File: src/rtl/hbr_regbank_pkg.sv
`timescale 1ns/1ps
package hbr_regbank_pkg;
    localparam int REG_W  = 6;
    localparam int DATA_W = 64;
    localparam int LEN_W  = 4;
    localparam logic [LEN_W-1:0] WORD_BYTES = 4'd8;

    localparam logic [REG_W-1:0] RN_FLT     = 6'h00;
    localparam logic [REG_W-1:0] RN_FLT_AND = 6'h01;
    localparam logic [REG_W-1:0] RN_FLT_OR  = 6'h02;
    localparam logic [REG_W-1:0] RN_ACT0    = 6'h06;
    localparam logic [REG_W-1:0] RN_ACT1    = 6'h07;
    localparam logic [REG_W-1:0] RN_BASE    = 6'h0A;
    localparam logic [REG_W-1:0] RN_BASE2   = 6'h0B;
    localparam logic [REG_W-1:0] RN_CTL     = 6'h0E;
    localparam logic [REG_W-1:0] RN_EMASK   = 6'h0F;
    localparam logic [REG_W-1:0] RN_CTL_SET = 6'h12;
    localparam logic [REG_W-1:0] RN_CTL_CLR = 6'h13;
    localparam logic [REG_W-1:0] RN_DMAHI   = 6'h14;
    localparam logic [REG_W-1:0] RN_ISTAT   = 6'h15;
    localparam logic [REG_W-1:0] RN_SRCCMP  = 6'h1B;

    // bias between mapped word index and register number
    localparam logic [REG_W-1:0] MAP_BIAS = RN_BASE;

    // registers with plain read/write storage
    localparam int NUM_PLAIN = 5;
    localparam logic [REG_W-1:0] PLAIN_IDX [NUM_PLAIN] =
        '{RN_ACT0, RN_ACT1, RN_EMASK, RN_DMAHI, RN_SRCCMP};

    typedef enum logic [1:0] {
        ST_IDLE     = 2'd0,
        ST_ACK_SCAN = 2'd1,
        ST_ACK_MAP  = 2'd2
    } arb_state_e;
endpackage

File: src/rtl/hbr_xlate.sv
`timescale 1ns/1ps
module hbr_xlate
    import hbr_regbank_pkg::*;
#(
    parameter bit MAPPED = 1'b0,
    parameter int ADDR_W = REG_W
) (
    input  logic [ADDR_W-1:0] addr,
    input  logic [LEN_W-1:0]  len,
    output logic [REG_W-1:0]  idx,
    output logic              bad
);
    logic len_bad;
    assign len_bad = (len != WORD_BYTES);

    generate
        if (MAPPED) begin : g_mapped
            localparam int WORD_W = ADDR_W - 3;
            localparam int SUM_W  = ((WORD_W > REG_W) ? WORD_W : REG_W) + 1;
            logic [SUM_W-1:0] sum;
            logic             misaligned;
            logic             out_of_range;
            assign sum          = SUM_W'(addr[ADDR_W-1:3]) + SUM_W'(MAP_BIAS);
            assign misaligned   = |addr[2:0];
            assign out_of_range = |sum[SUM_W-1:REG_W];
            assign idx          = sum[REG_W-1:0];
            assign bad          = len_bad | misaligned | out_of_range;
        end else begin : g_direct
            assign idx = addr[REG_W-1:0];
            assign bad = len_bad;
        end
    endgenerate
endmodule

File: src/rtl/hbr_arb.sv
`timescale 1ns/1ps
module hbr_arb
    import hbr_regbank_pkg::*;
(
    input  logic clk,
    input  logic rst_n,
    input  logic scan_req,
    input  logic map_req,
    output logic grant_scan,
    output logic grant_map,
    output logic map_stall,
    output logic scan_ack,
    output logic map_ack
);
    arb_state_e state_q;
    arb_state_e state_d;

    assign grant_scan = scan_req;
    assign grant_map  = map_req & ~scan_req;
    assign map_stall  = map_req & scan_req;

    always_comb begin
        if (scan_req)     state_d = ST_ACK_SCAN;
        else if (map_req) state_d = ST_ACK_MAP;
        else              state_d = ST_IDLE;
    end

    always_ff @(posedge clk) begin
        if (!rst_n) state_q <= ST_IDLE;
        else        state_q <= state_d;
    end

    always_comb begin
        scan_ack = 1'b0;
        map_ack  = 1'b0;
        unique case (state_q)
            ST_IDLE:     ;
            ST_ACK_SCAN: scan_ack = 1'b1;
            ST_ACK_MAP:  map_ack  = 1'b1;
            default:     ;
        endcase
    end

    a_r11_single_ack: assert property (@(posedge clk) disable iff (!rst_n)
        !(scan_ack && map_ack));
    a_r11_scan_acked: assert property (@(posedge clk) disable iff (!rst_n)
        scan_req |=> scan_ack);
    a_r11_map_acked: assert property (@(posedge clk) disable iff (!rst_n)
        (map_req && !scan_req) |=> map_ack);
    a_r11_stall_no_ack: assert property (@(posedge clk) disable iff (!rst_n)
        map_stall |=> !map_ack);
endmodule

File: src/rtl/hbr_regfile.sv
`timescale 1ns/1ps
module hbr_regfile
    import hbr_regbank_pkg::*;
#(
    parameter logic [DATA_W-1:0] BASE_DEFAULT = 64'h0000_2000_0030_0000,
    parameter logic [DATA_W-1:0] BASE_MASK    = 64'h0003_FFFF_FFF0_0000,
    parameter logic [DATA_W-1:0] BASE2_MASK   = 64'h0003_FFFF_0000_0000
) (
    input  logic              clk,
    input  logic              rst_n,
    input  logic              acc_valid,
    input  logic              acc_we,
    input  logic              acc_from_map,
    input  logic              acc_bad,
    input  logic [REG_W-1:0]  acc_idx,
    input  logic [DATA_W-1:0] acc_wdata,
    input  logic [DATA_W-1:0] istat_in,
    output logic [DATA_W-1:0] rsp_data,
    output logic              rsp_err
);
    localparam logic [DATA_W-1:0] BASE_KEEP = BASE_MASK | DATA_W'(1);
    localparam logic [DATA_W-1:0] BASE_RST  = (BASE_DEFAULT & BASE_MASK) | DATA_W'(1);

    logic [DATA_W-1:0] flt_q, ctl_q, base_q, base2_q, istat_q;
    logic [DATA_W-1:0] plain_q [NUM_PLAIN];
    logic [DATA_W-1:0] rd_val;
    logic              rd_hit, wr_ok, err_now, wr_go;

    always_comb begin
        rd_val = '1;
        rd_hit = 1'b0;
        wr_ok  = 1'b0;
        case (acc_idx)
            RN_FLT:   begin rd_val = flt_q;   rd_hit = 1'b1; wr_ok = 1'b1; end
            RN_FLT_AND, RN_FLT_OR, RN_CTL_SET, RN_CTL_CLR: wr_ok = 1'b1;
            RN_CTL:   begin rd_val = ctl_q;   rd_hit = 1'b1; wr_ok = 1'b1; end
            RN_BASE:  begin rd_val = base_q;  rd_hit = 1'b1; wr_ok = ~acc_from_map; end
            RN_BASE2: begin rd_val = base2_q; rd_hit = 1'b1; wr_ok = 1'b1; end
            RN_ISTAT: begin rd_val = istat_q; rd_hit = 1'b1; end
            default: begin
                for (int k = 0; k < NUM_PLAIN; k++) begin
                    if (acc_idx == PLAIN_IDX[k]) begin
                        rd_val = plain_q[k];
                        rd_hit = 1'b1;
                        wr_ok  = 1'b1;
                    end
                end
            end
        endcase
    end

    assign err_now = acc_bad | (acc_we ? ~wr_ok : ~rd_hit);
    assign wr_go   = acc_valid & acc_we & ~acc_bad & wr_ok;

    always_ff @(posedge clk) begin
        if (!rst_n) begin
            flt_q <= '0;
        end else if (wr_go) begin
            case (acc_idx)
                RN_FLT:     flt_q <= acc_wdata;
                RN_FLT_AND: flt_q <= flt_q & acc_wdata;
                RN_FLT_OR:  flt_q <= flt_q | acc_wdata;
                default:    ;
            endcase
        end
    end

    always_ff @(posedge clk) begin
        if (!rst_n) begin
            ctl_q <= '0;
        end else if (wr_go) begin
            case (acc_idx)
                RN_CTL:     ctl_q <= acc_wdata;
                RN_CTL_SET: ctl_q <= ctl_q | acc_wdata;
                RN_CTL_CLR: ctl_q <= ctl_q & ~acc_wdata;
                default:    ;
            endcase
        end
    end

    always_ff @(posedge clk) begin
        if (!rst_n) begin
            base_q  <= BASE_RST;
            base2_q <= '0;
            istat_q <= '0;
        end else begin
            istat_q <= istat_in;
            if (wr_go && acc_idx == RN_BASE)  base_q  <= acc_wdata & BASE_KEEP;
            if (wr_go && acc_idx == RN_BASE2) base2_q <= acc_wdata & BASE2_MASK;
        end
    end

    generate
        for (genvar g = 0; g < NUM_PLAIN; g++) begin : g_plain
            always_ff @(posedge clk) begin
                if (!rst_n)                               plain_q[g] <= '0;
                else if (wr_go && acc_idx == PLAIN_IDX[g]) plain_q[g] <= acc_wdata;
            end
        end
    endgenerate

    always_ff @(posedge clk) begin
        if (!rst_n) begin
            rsp_data <= '0;
            rsp_err  <= 1'b0;
        end else begin
            rsp_err <= acc_valid & err_now;
            if (acc_valid) rsp_data <= acc_we ? '0 : (acc_bad ? '1 : rd_val);
        end
    end

    a_r6_map_base_kept: assert property (@(posedge clk) disable iff (!rst_n)
        (acc_valid && acc_we && acc_from_map) |=> $stable(base_q));
    a_r7_base_masked: assert property (@(posedge clk) disable iff (!rst_n)
        (base_q & ~BASE_KEEP) == '0);
    a_r10_bad_flagged: assert property (@(posedge clk) disable iff (!rst_n)
        (acc_valid && acc_bad) |=> rsp_err);
    a_r9_istat_write_err: assert property (@(posedge clk) disable iff (!rst_n)
        (acc_valid && acc_we && acc_idx == RN_ISTAT) |=> rsp_err);
    a_r3_or_keeps_bits: assert property (@(posedge clk) disable iff (!rst_n)
        (acc_valid && acc_we && !acc_bad && acc_idx == RN_FLT_OR)
        |=> ((flt_q & $past(flt_q)) == $past(flt_q)));
    a_r4_clear_drops_bits: assert property (@(posedge clk) disable iff (!rst_n)
        (acc_valid && acc_we && !acc_bad && acc_idx == RN_CTL_CLR)
        |=> ((ctl_q & $past(acc_wdata)) == '0));
    a_r12_write_zero_data: assert property (@(posedge clk) disable iff (!rst_n)
        (acc_valid && acc_we) |=> (rsp_data == '0));
endmodule

File: src/rtl/hbr_regbank.sv
`timescale 1ns/1ps
module hbr_regbank
    import hbr_regbank_pkg::*;
#(
    parameter int                MAP_OFF_W    = 8,
    parameter logic [DATA_W-1:0] BASE_DEFAULT = 64'h0000_2000_0030_0000,
    parameter logic [DATA_W-1:0] BASE_MASK    = 64'h0003_FFFF_FFF0_0000,
    parameter logic [DATA_W-1:0] BASE2_MASK   = 64'h0003_FFFF_0000_0000
) (
    input  logic                 clk,
    input  logic                 rst_n,
    input  logic                 scan_req,
    input  logic                 scan_we,
    input  logic [REG_W-1:0]     scan_idx,
    input  logic [LEN_W-1:0]     scan_len,
    input  logic [DATA_W-1:0]    scan_wdata,
    output logic                 scan_ack,
    input  logic                 map_req,
    input  logic                 map_we,
    input  logic [MAP_OFF_W-1:0] map_off,
    input  logic [LEN_W-1:0]     map_len,
    input  logic [DATA_W-1:0]    map_wdata,
    output logic                 map_stall,
    output logic                 map_ack,
    input  logic [DATA_W-1:0]    istat_in,
    output logic [DATA_W-1:0]    rsp_data,
    output logic                 rsp_err
);
    logic [REG_W-1:0] s_idx, m_idx, acc_idx;
    logic             s_bad, m_bad, acc_bad;
    logic             g_scan, g_map;

    hbr_xlate #(.MAPPED(1'b0), .ADDR_W(REG_W)) u_scan_xlate (
        .addr(scan_idx), .len(scan_len), .idx(s_idx), .bad(s_bad));

    hbr_xlate #(.MAPPED(1'b1), .ADDR_W(MAP_OFF_W)) u_map_xlate (
        .addr(map_off), .len(map_len), .idx(m_idx), .bad(m_bad));

    hbr_arb u_arb (
        .clk(clk), .rst_n(rst_n), .scan_req(scan_req), .map_req(map_req),
        .grant_scan(g_scan), .grant_map(g_map), .map_stall(map_stall),
        .scan_ack(scan_ack), .map_ack(map_ack));

    assign acc_idx = g_scan ? s_idx : m_idx;
    assign acc_bad = g_scan ? s_bad : m_bad;

    hbr_regfile #(
        .BASE_DEFAULT(BASE_DEFAULT), .BASE_MASK(BASE_MASK), .BASE2_MASK(BASE2_MASK)
    ) u_regs (
        .clk(clk), .rst_n(rst_n),
        .acc_valid(g_scan | g_map),
        .acc_we(g_scan ? scan_we : map_we),
        .acc_from_map(g_map),
        .acc_bad(acc_bad),
        .acc_idx(acc_idx),
        .acc_wdata(g_scan ? scan_wdata : map_wdata),
        .istat_in(istat_in),
        .rsp_data(rsp_data),
        .rsp_err(rsp_err));
endmodule

File: config.mk
export PLATFORM = sky130hd
export DESIGN_NAME = hbr_regbank
export DESIGN_NICKNAME = d
export VERILOG_FILES = /design/src/rtl/hbr_regbank_pkg.sv /design/src/rtl/hbr_xlate.sv /design/src/rtl/hbr_arb.sv /design/src/rtl/hbr_regfile.sv /design/src/rtl/hbr_regbank.sv
export SDC_FILE = /design/constraint.sdc
export NUM_CORES = 1
export LEC_CHECK = 0
export CAP_MARGIN = 30
export CORE_ASPECT_RATIO = 1.5
export CORE_MARGIN = 8
export CORE_UTILIZATION = 57
export CTS_CLUSTER_SIZE = 14
export DETAILED_ROUTE_END_ITERATION = 6
export PLACE_DENSITY_LB_ADDON = 0.05
export SYNTH_ARGS = -nofsm -noshare
export SYNTH_HDL_FRONTEND = slang
export SYNTH_SLANG_ARGS = --single-unit
File: constraint.sdc
create_clock -name clk -period 6 [get_ports clk]
set_clock_uncertainty 0.15 [all_clocks]
set_input_delay 0.6 -clock clk [delete_from_list [all_inputs] [get_ports clk]]
set_output_delay 0.6 -clock clk [all_outputs]
set_load 0.02 [all_outputs]
==> results of run 1 <==
-- registers in the layout, summed over array words and instances, names as in the netlist --
register and flops:
u_regs.istat_q 64, u_regs.rsp_data 64, u_regs.rsp_err 1, u_regs.base_q 31, u_regs.base2_q 18, u_arb.state_q 2
u_regs.plain_q 320, u_regs.flt_q 64, u_regs.ctl_q 64
-- power breakdown --
part | switching, mW | internal [mW] | total (mW)
registers | 0.0860 | 4.69 | 4.77
clock network | 1.64 | 2.21 | 3.84
logic | 0.570 | 0.415 | 0.985
-- worst max-delay path, delay by kind of cell --
family	cells	cell delay, ns
adder cells (fa/ha/maj)	1	0.57
AO/OA/AOI/OAI	5	2.10
buffers and inverters	2	0.96
AND/OR/NAND/NOR	1	0.42
-- area by class of cell --
class                           instances  area, um2
Clock buffer                           89       1730
Antenna cell                            2       5.00
Tap cell                              600        751
Fill cell                            3685      14800
Clock inverter                         23        264
Timing Repair Buffer                  342       3440
Multi-Input combinational cell       1769      10600
Inverter                               47        176
Sequential cell                       628      15800
-- layer usage --
metal	global-route usage	share of wire	up-vias
li1	-	-	10200
met1	0.375	0.37	11200
met2	0.554	0.50	1305
met3	0.0557	0.082	245
met4	0.145	0.043	2
met5	0	0.00014	-
-- stage by stage --
step | instances | util | hold WS, ns | cell area [um2]
after global placement | 3378 | 0.643 | 0.291 | 30600
after detailed placement | 3385 | 0.647 | 0.300 | 30800
final | 3500 | 0.689 | 0.310 | 32800
after global routing | 3498 | 0.689 | 0.327 | 32800
after floorplan | 2676 | - | 0.285 | 27400
after CTS | 3497 | 0.689 | 0.309 | 32800
-- cell families after synthesis --
logic type | share of synthesized area
mux | 0.0393
simple gates | 0.140
buf+inv | 0.0436
xor+xnor | 0.00224
compound gates | 0.200
flops | 0.575
fa+ha+maj | 0.000456
-- cells in the mapped netlist, drive strengths merged, types with 8 or more instances --
| cell type | instances |
|---|---|
| nor2 | 372 |
| nand2 | 342 |
| edfxtp | 320 |
| dfxtp | 308 |
| o22ai | 171 |
| clkbuf | 141 |
| o21ai | 97 |
| and2 | 94 |
| buf | 91 |
| a21oi | 85 |
| a22oi | 79 |
| mux2 | 70 |
| a21boi | 65 |
| inv | 47 |
| mux2i | 29 |
| a221o | 21 |
| a2bb2oi | 19 |
| o211a | 19 |
| o221a | 18 |
| a31o | 16 |
| a31oi | 16 |
| o221ai | 16 |
| a41oi | 14 |
| o211ai | 14 |
| o31ai | 14 |
| nor3 | 13 |
| a221oi | 12 |
| a41o | 12 |
| o21a | 12 |
| nand3 | 11 |
| a222oi | 10 |
| a21o | 9 |
| a22o | 9 |
| nand2b | 9 |
| o41ai | 9 |
| o22a | 8 |
| or3 | 8 |
-- worst max-delay path by stage --
stage          startpoint                                  to  slack (ns)  cells past startpoint
2_1_floorplan  map_off[4]  u_regs.plain_q[2][0]$_SDFFCE_PN0P_        1.55                     11
3_3_place_gp   map_off[4]      u_regs.base_q[43]$_SDFFE_PN0P_        1.21                      9
3_5_place_dp   map_off[4]      u_regs.base_q[35]$_SDFFE_PN0P_        1.20                      9
4_1_cts        map_off[4]      u_regs.base_q[35]$_SDFFE_PN0P_        1.82                      9
5_1_grt        map_off[4]      u_regs.base_q[32]$_SDFFE_PN0P_        1.52                      9
6_report       map_off[4]      u_regs.base_q[39]$_SDFFE_PN0P_        1.68                      9
==> results.ini, run 1 <==
[pwr]
power.leakage_nw=11.6
ir_drop_mv=0.238
finalPower_mw=9.60
powerDensity_nw_per_um2=293

[worst_setup_path]
path_cells=clkdlybuf4s50_1 -> ha_1 -> or4bb_1 -> o22ai_1 -> o21a_1 -> a211oi_1 -> a21oi_4 -> buf_4 -> o22ai_1
timing_worst_setup_path_type=input port to flop
start_kind=input port
crit_slowest_cell=a21oi_4
cp_common_cell=o22ai_1
reg2reg_from=u_regs.plain_q[0][38]$_SDFFCE_PN0P_
crit-reg2reg-capture=u_regs.rsp_data[38]$_SDFFE_PN0P_
required_ns=6.35
r2r.worst_path.cells=4
r2r_slack_ns=4.42
cp-end-kind=flop
path_max_fanout=20
crit_arrival_ns=4.66
cpPeakStageDelay_ns=0.79

[clock_tree]
cts_inserted_buffers=59
h-tree-depth=2
cts_tree=done
cts_root_buf=clkbuf_16
hold_buffers=0
cts_buffer_depth=3
post_cts_buffers=0
clk_latency_ns=0.63
path_clk_slew_ns=0.06
cts_sinks=628
postCtsResizedCells=0

[route]
drcViolationCount=0
via_per_inst=6.54
dr.pass1.iters=5
postRouteAntennaNets=0
drt-total-wl_um=91000
avgRoutedWirePerCell_um=26.0
via_count=22900
drt_iter0_markers=2280

[logic_synthesis]
synth_nets=2897
ys_seq_area_frac=0.575
yosys-top-cells-area=edfxtp_1 (35%), dfxtp_1 (22%), nor2_1 (5.1%)
synth_cells=2676
avgSynthCellArea_um2=10.2
yosysWarnings=0
synth_edf_count=320
ys_async_sr_fraction=0
yosysUniqueCellTypes=76
ys_ff_latch=628
yosysTopAreaCell=edfxtp_1
yosys.area.top_type_share=0.350
netlist_area_um2=27400
synth_flop_cell=edfxtp_1

[timing]
setup_violations=0
setup_ws_ns=1.68
finalMaxSlewViolations=0
tns_ns=0
slew_headroom=0.255
rsz0062_at_grt=false
period_minus_slack_ns=4.32
worst_pin_slew_ns=1.12
post-route-period-util=0.720
max_clock_freq_mhz=232
finalHoldViolations=0

[die]
fp.dieW_um=195
dieArea_um2=55500
pin_count=288
start_util=0.577
rows=98
coreArea_um2=47600
fp.dieH_um=285

[global_routing]
grt_overflow=0
grt_antenna_before_repair=1
grt_usage=0.317
grt_max_degree=150
grt_pass1_wl_um=137000
grt_pass1_vias=22900

[min_path]
holdPathStages=2
hp-class=flop to flop
holdPathEnd=u_regs.ctl_q[56]$_SDFFE_PN0P_
hold_start=u_regs.ctl_q[56]$_SDFFE_PN0P_

[finish]
nets=3068
syn_to_final_growth_pct=19.5
final_cell_mix=nor2_1 (370), nand2_1 (333), edfxtp_1 (320)
drive_above_1_share=0.0942
final_common_cell=nor2_1

[status]
status=finished, final reports clean

[placed_design]
dp_hpwl_um=54500
numPortBuffers=287
place.gp.congestion=0.865
dp_slack_ns=1.20

[run]
cap_violations=0

Power figures use the tool's default switching activity.
==> run 2: changes to the inputs <==
--- a/config.mk
+++ b/config.mk
@@ -8,7 +8,7 @@
 export CAP_MARGIN = 30
 export CORE_ASPECT_RATIO = 1.5
 export CORE_MARGIN = 8
-export CORE_UTILIZATION = 57
+export CORE_UTILIZATION = 51
 export CTS_CLUSTER_SIZE = 14
 export DETAILED_ROUTE_END_ITERATION = 6
 export PLACE_DENSITY_LB_ADDON = 0.05
==> constraint.sdc (replaced) <==
create_clock -name clk -period 3.65 [get_ports clk]
set_clock_uncertainty 0.15 [all_clocks]
set_input_delay 0.365 -clock clk [delete_from_list [all_inputs] [get_ports clk]]
set_output_delay 0.365 -clock clk [all_outputs]
set_load 0.02 [all_outputs]
==> results.ini, run 2 (synthesized netlist as in run 1, its figures left out) <==
[status]
status=finished, final reports clean  ; unchanged

[run]
cap_violations=0  ; unchanged

[pwr]
switching_power_mw=3.77  ; was 2.29 mW
powerDensity_nw_per_um2=460  ; was 293 nW/um2
ir_drop_mv=0.425  ; was 0.238 mV
p_clk_frac=0.380  ; was 0.400
finalPower_mw=15.4  ; was 9.60 mW
power.leakage_nw=11.9  ; was 11.6 nW
swShare=0.244  ; was 0.239
p_int_mw=11.7  ; was 7.31 mW
power_frac_seq=0.508  ; was 0.497
pwr-share-comb=0.112  ; was 0.103

[placed_design]
postPlaceCellArea_um2=31800  ; was 30800 um2
numPortBuffers=287  ; unchanged
dp_hpwl_um=59600  ; was 54500 um
dp_slack_ns=0.0420  ; was 1.20 ns
placed_cells=3537  ; was 3385
place.gp.congestion=0.887  ; was 0.865

[global_routing]
grt_max_degree=131  ; was 150
grt_usage=0.297  ; was 0.317
grt_pass1_wl_um=140000  ; was 137000 um
grt_antenna_before_repair=0  ; was 1
grt_pass1_vias=23200  ; was 22900
grt_overflow=0  ; unchanged

[worst_setup_path]
cp-end-kind=flop  ; unchanged
required_ns=4.01  ; was 6.35 ns
timing_worst_setup_path_type=input port to flop  ; unchanged
r2r_slack_ns=2.17  ; was 4.42 ns
crit_arrival_ns=3.34  ; was 4.66 ns
start_kind=input port  ; unchanged
path_max_fanout=10  ; was 20

[die]
fp.dieW_um=205  ; was 195 um
pin_count=288  ; unchanged
coreArea_um2=53500  ; was 47600 um2
rows=104  ; was 98
start_util=0.513  ; was 0.577
fp.dieH_um=300  ; was 285 um
dieArea_um2=61600  ; was 55500 um2

[timing]
rsz0062_at_grt=false  ; unchanged
tns_ns=0  ; unchanged
finalMaxSlewViolations=0  ; unchanged
period_minus_slack_ns=2.98
slew_headroom=0.359  ; was 0.255
max_clock_freq_mhz=336
setup_ws_ns=0.670  ; was 1.68 ns
post-route-period-util=0.816
finalHoldViolations=0  ; unchanged
setup_violations=0  ; unchanged
worst_pin_slew_ns=0.961  ; was 1.12 ns

[route]
dr.pass1.iters=6  ; was 5
drcViolationCount=0  ; unchanged
drt_iter0_markers=2058  ; was 2280
via_count=23000  ; was 22900
via_per_inst=6.30  ; was 6.54
drt-total-wl_um=94700  ; was 91000 um
postRouteAntennaNets=0  ; unchanged
avgRoutedWirePerCell_um=26.0  ; about the same

[finish]
multi_input_area_um2=10700  ; was 10600 um2
registers.top_by_ff_count=u_regs.plain_q  ; unchanged
antenna_cells=0  ; was 2
drive_above_1_share=0.109  ; was 0.0942
final_common_cell=nor2_1  ; unchanged
final-instance-count-excl-fill=3647  ; was 3500
nets=3130  ; was 3068
syn_to_final_growth_pct=22.5  ; was 19.5%
fillCellCount=4398  ; was 3685
final_cell_mix=nor2_1 (370), nand2_1 (333), edfxtp_1 (320)  ; unchanged
largest_register_ffs=320  ; unchanged
regArea_um2=15800  ; unchanged
fin_area_um2=33600  ; was 32800 um2

[min_path]
hp-class=input port to flop  ; was flop to flop

[clock_tree]
post_cts_buffers=0  ; unchanged
clk_latency_ns=0.63  ; about the same
cts_root_buf=clkbuf_16  ; unchanged
postCtsResizedCells=0  ; unchanged
h-tree-depth=2  ; unchanged
cts_sinks=628  ; unchanged
hold_buffers=1  ; was 0
path_clk_slew_ns=0.06  ; about the same
cts_buffer_depth=3  ; unchanged
cts_inserted_buffers=58  ; was 59
cts_tree=done  ; unchanged

run 2: cell types whose count changed in the layout (fill, tap and decap cells not counted), sizes merged:
cell         delta
bufinv          -3
dlygate4sd3     +1
buf            +62
clkinvlp        -2
clkbuf          -1
diode           -2
inv             +1
clkinv          +2
run 2: final cells by class:
| class | instances | area share |
|---|---|---|
| flip-flops and latches | 628 | 0.470 |
| multi-input cells | 1769 | 0.317 |
| repair buffers | 405 | 0.129 |
| clock buffers | 88 | 0.0484 |
| well taps | 689 | 0.0257 |
| clock inverters | 21 | 0.00529 |
| inverters | 47 | 0.00525 |
run 2: worst paths after layout:
path,startpoint,to,cells past startpoint
max,map_off[4],u_regs.base_q[0]$_SDFFE_PN1P_,8
min reg2reg,u_regs.ctl_q[37]$_SDFFE_PN0P_,u_regs.ctl_q[37]$_SDFFE_PN0P_,2
min,istat_in[51],u_regs.istat_q[51]$_SDFF_PN0_,2
max reg2reg,u_regs.plain_q[0][41]$_SDFFCE_PN0P_,u_regs.rsp_data[41]$_SDFFE_PN0P_,5
run 2: layer usage:
metal / track usage / vias up / wire length (um) / share of wire
met1: 0.355 / 11200 / 35400 / 0.37
met5: 0 / - / 0 / 0
met4: 0.124 / 0 / 3890 / 0.041
met3: 0.0473 / 272 / 7790 / 0.082
met2: 0.525 / 1214 / 47600 / 0.50
li1: - / 10300 / - / -
run 2: critical path, cell delays in order:
cell and delay (ns):
clkdlybuf4s50_1 0.47, ha_1 0.35, or4_1 0.50, o22ai_1 0.31
and3_2 0.29, a211oi_1 0.13, a21oi_4 0.51, mux2_2 0.40
run 2: power by group through the flow:
stage	Clock, mW	Sequential (mW)	Combinational, mW
after floorplan	0	8.05	0.735
final	5.87	7.85	1.72
after detailed placement	0	7.99	1.71
after global placement	0	7.99	1.69
after global routing	6.21	7.87	1.82
after CTS	5.94	7.84	1.72
run 2: metrics by stage:
stage	util	hold WS (ns)
floorplan	-	0.285
global placement	0.594	0.292
detailed placement	0.594	0.298
CTS	0.628	0.141
global route	0.628	0.157
finish	0.628	0.167
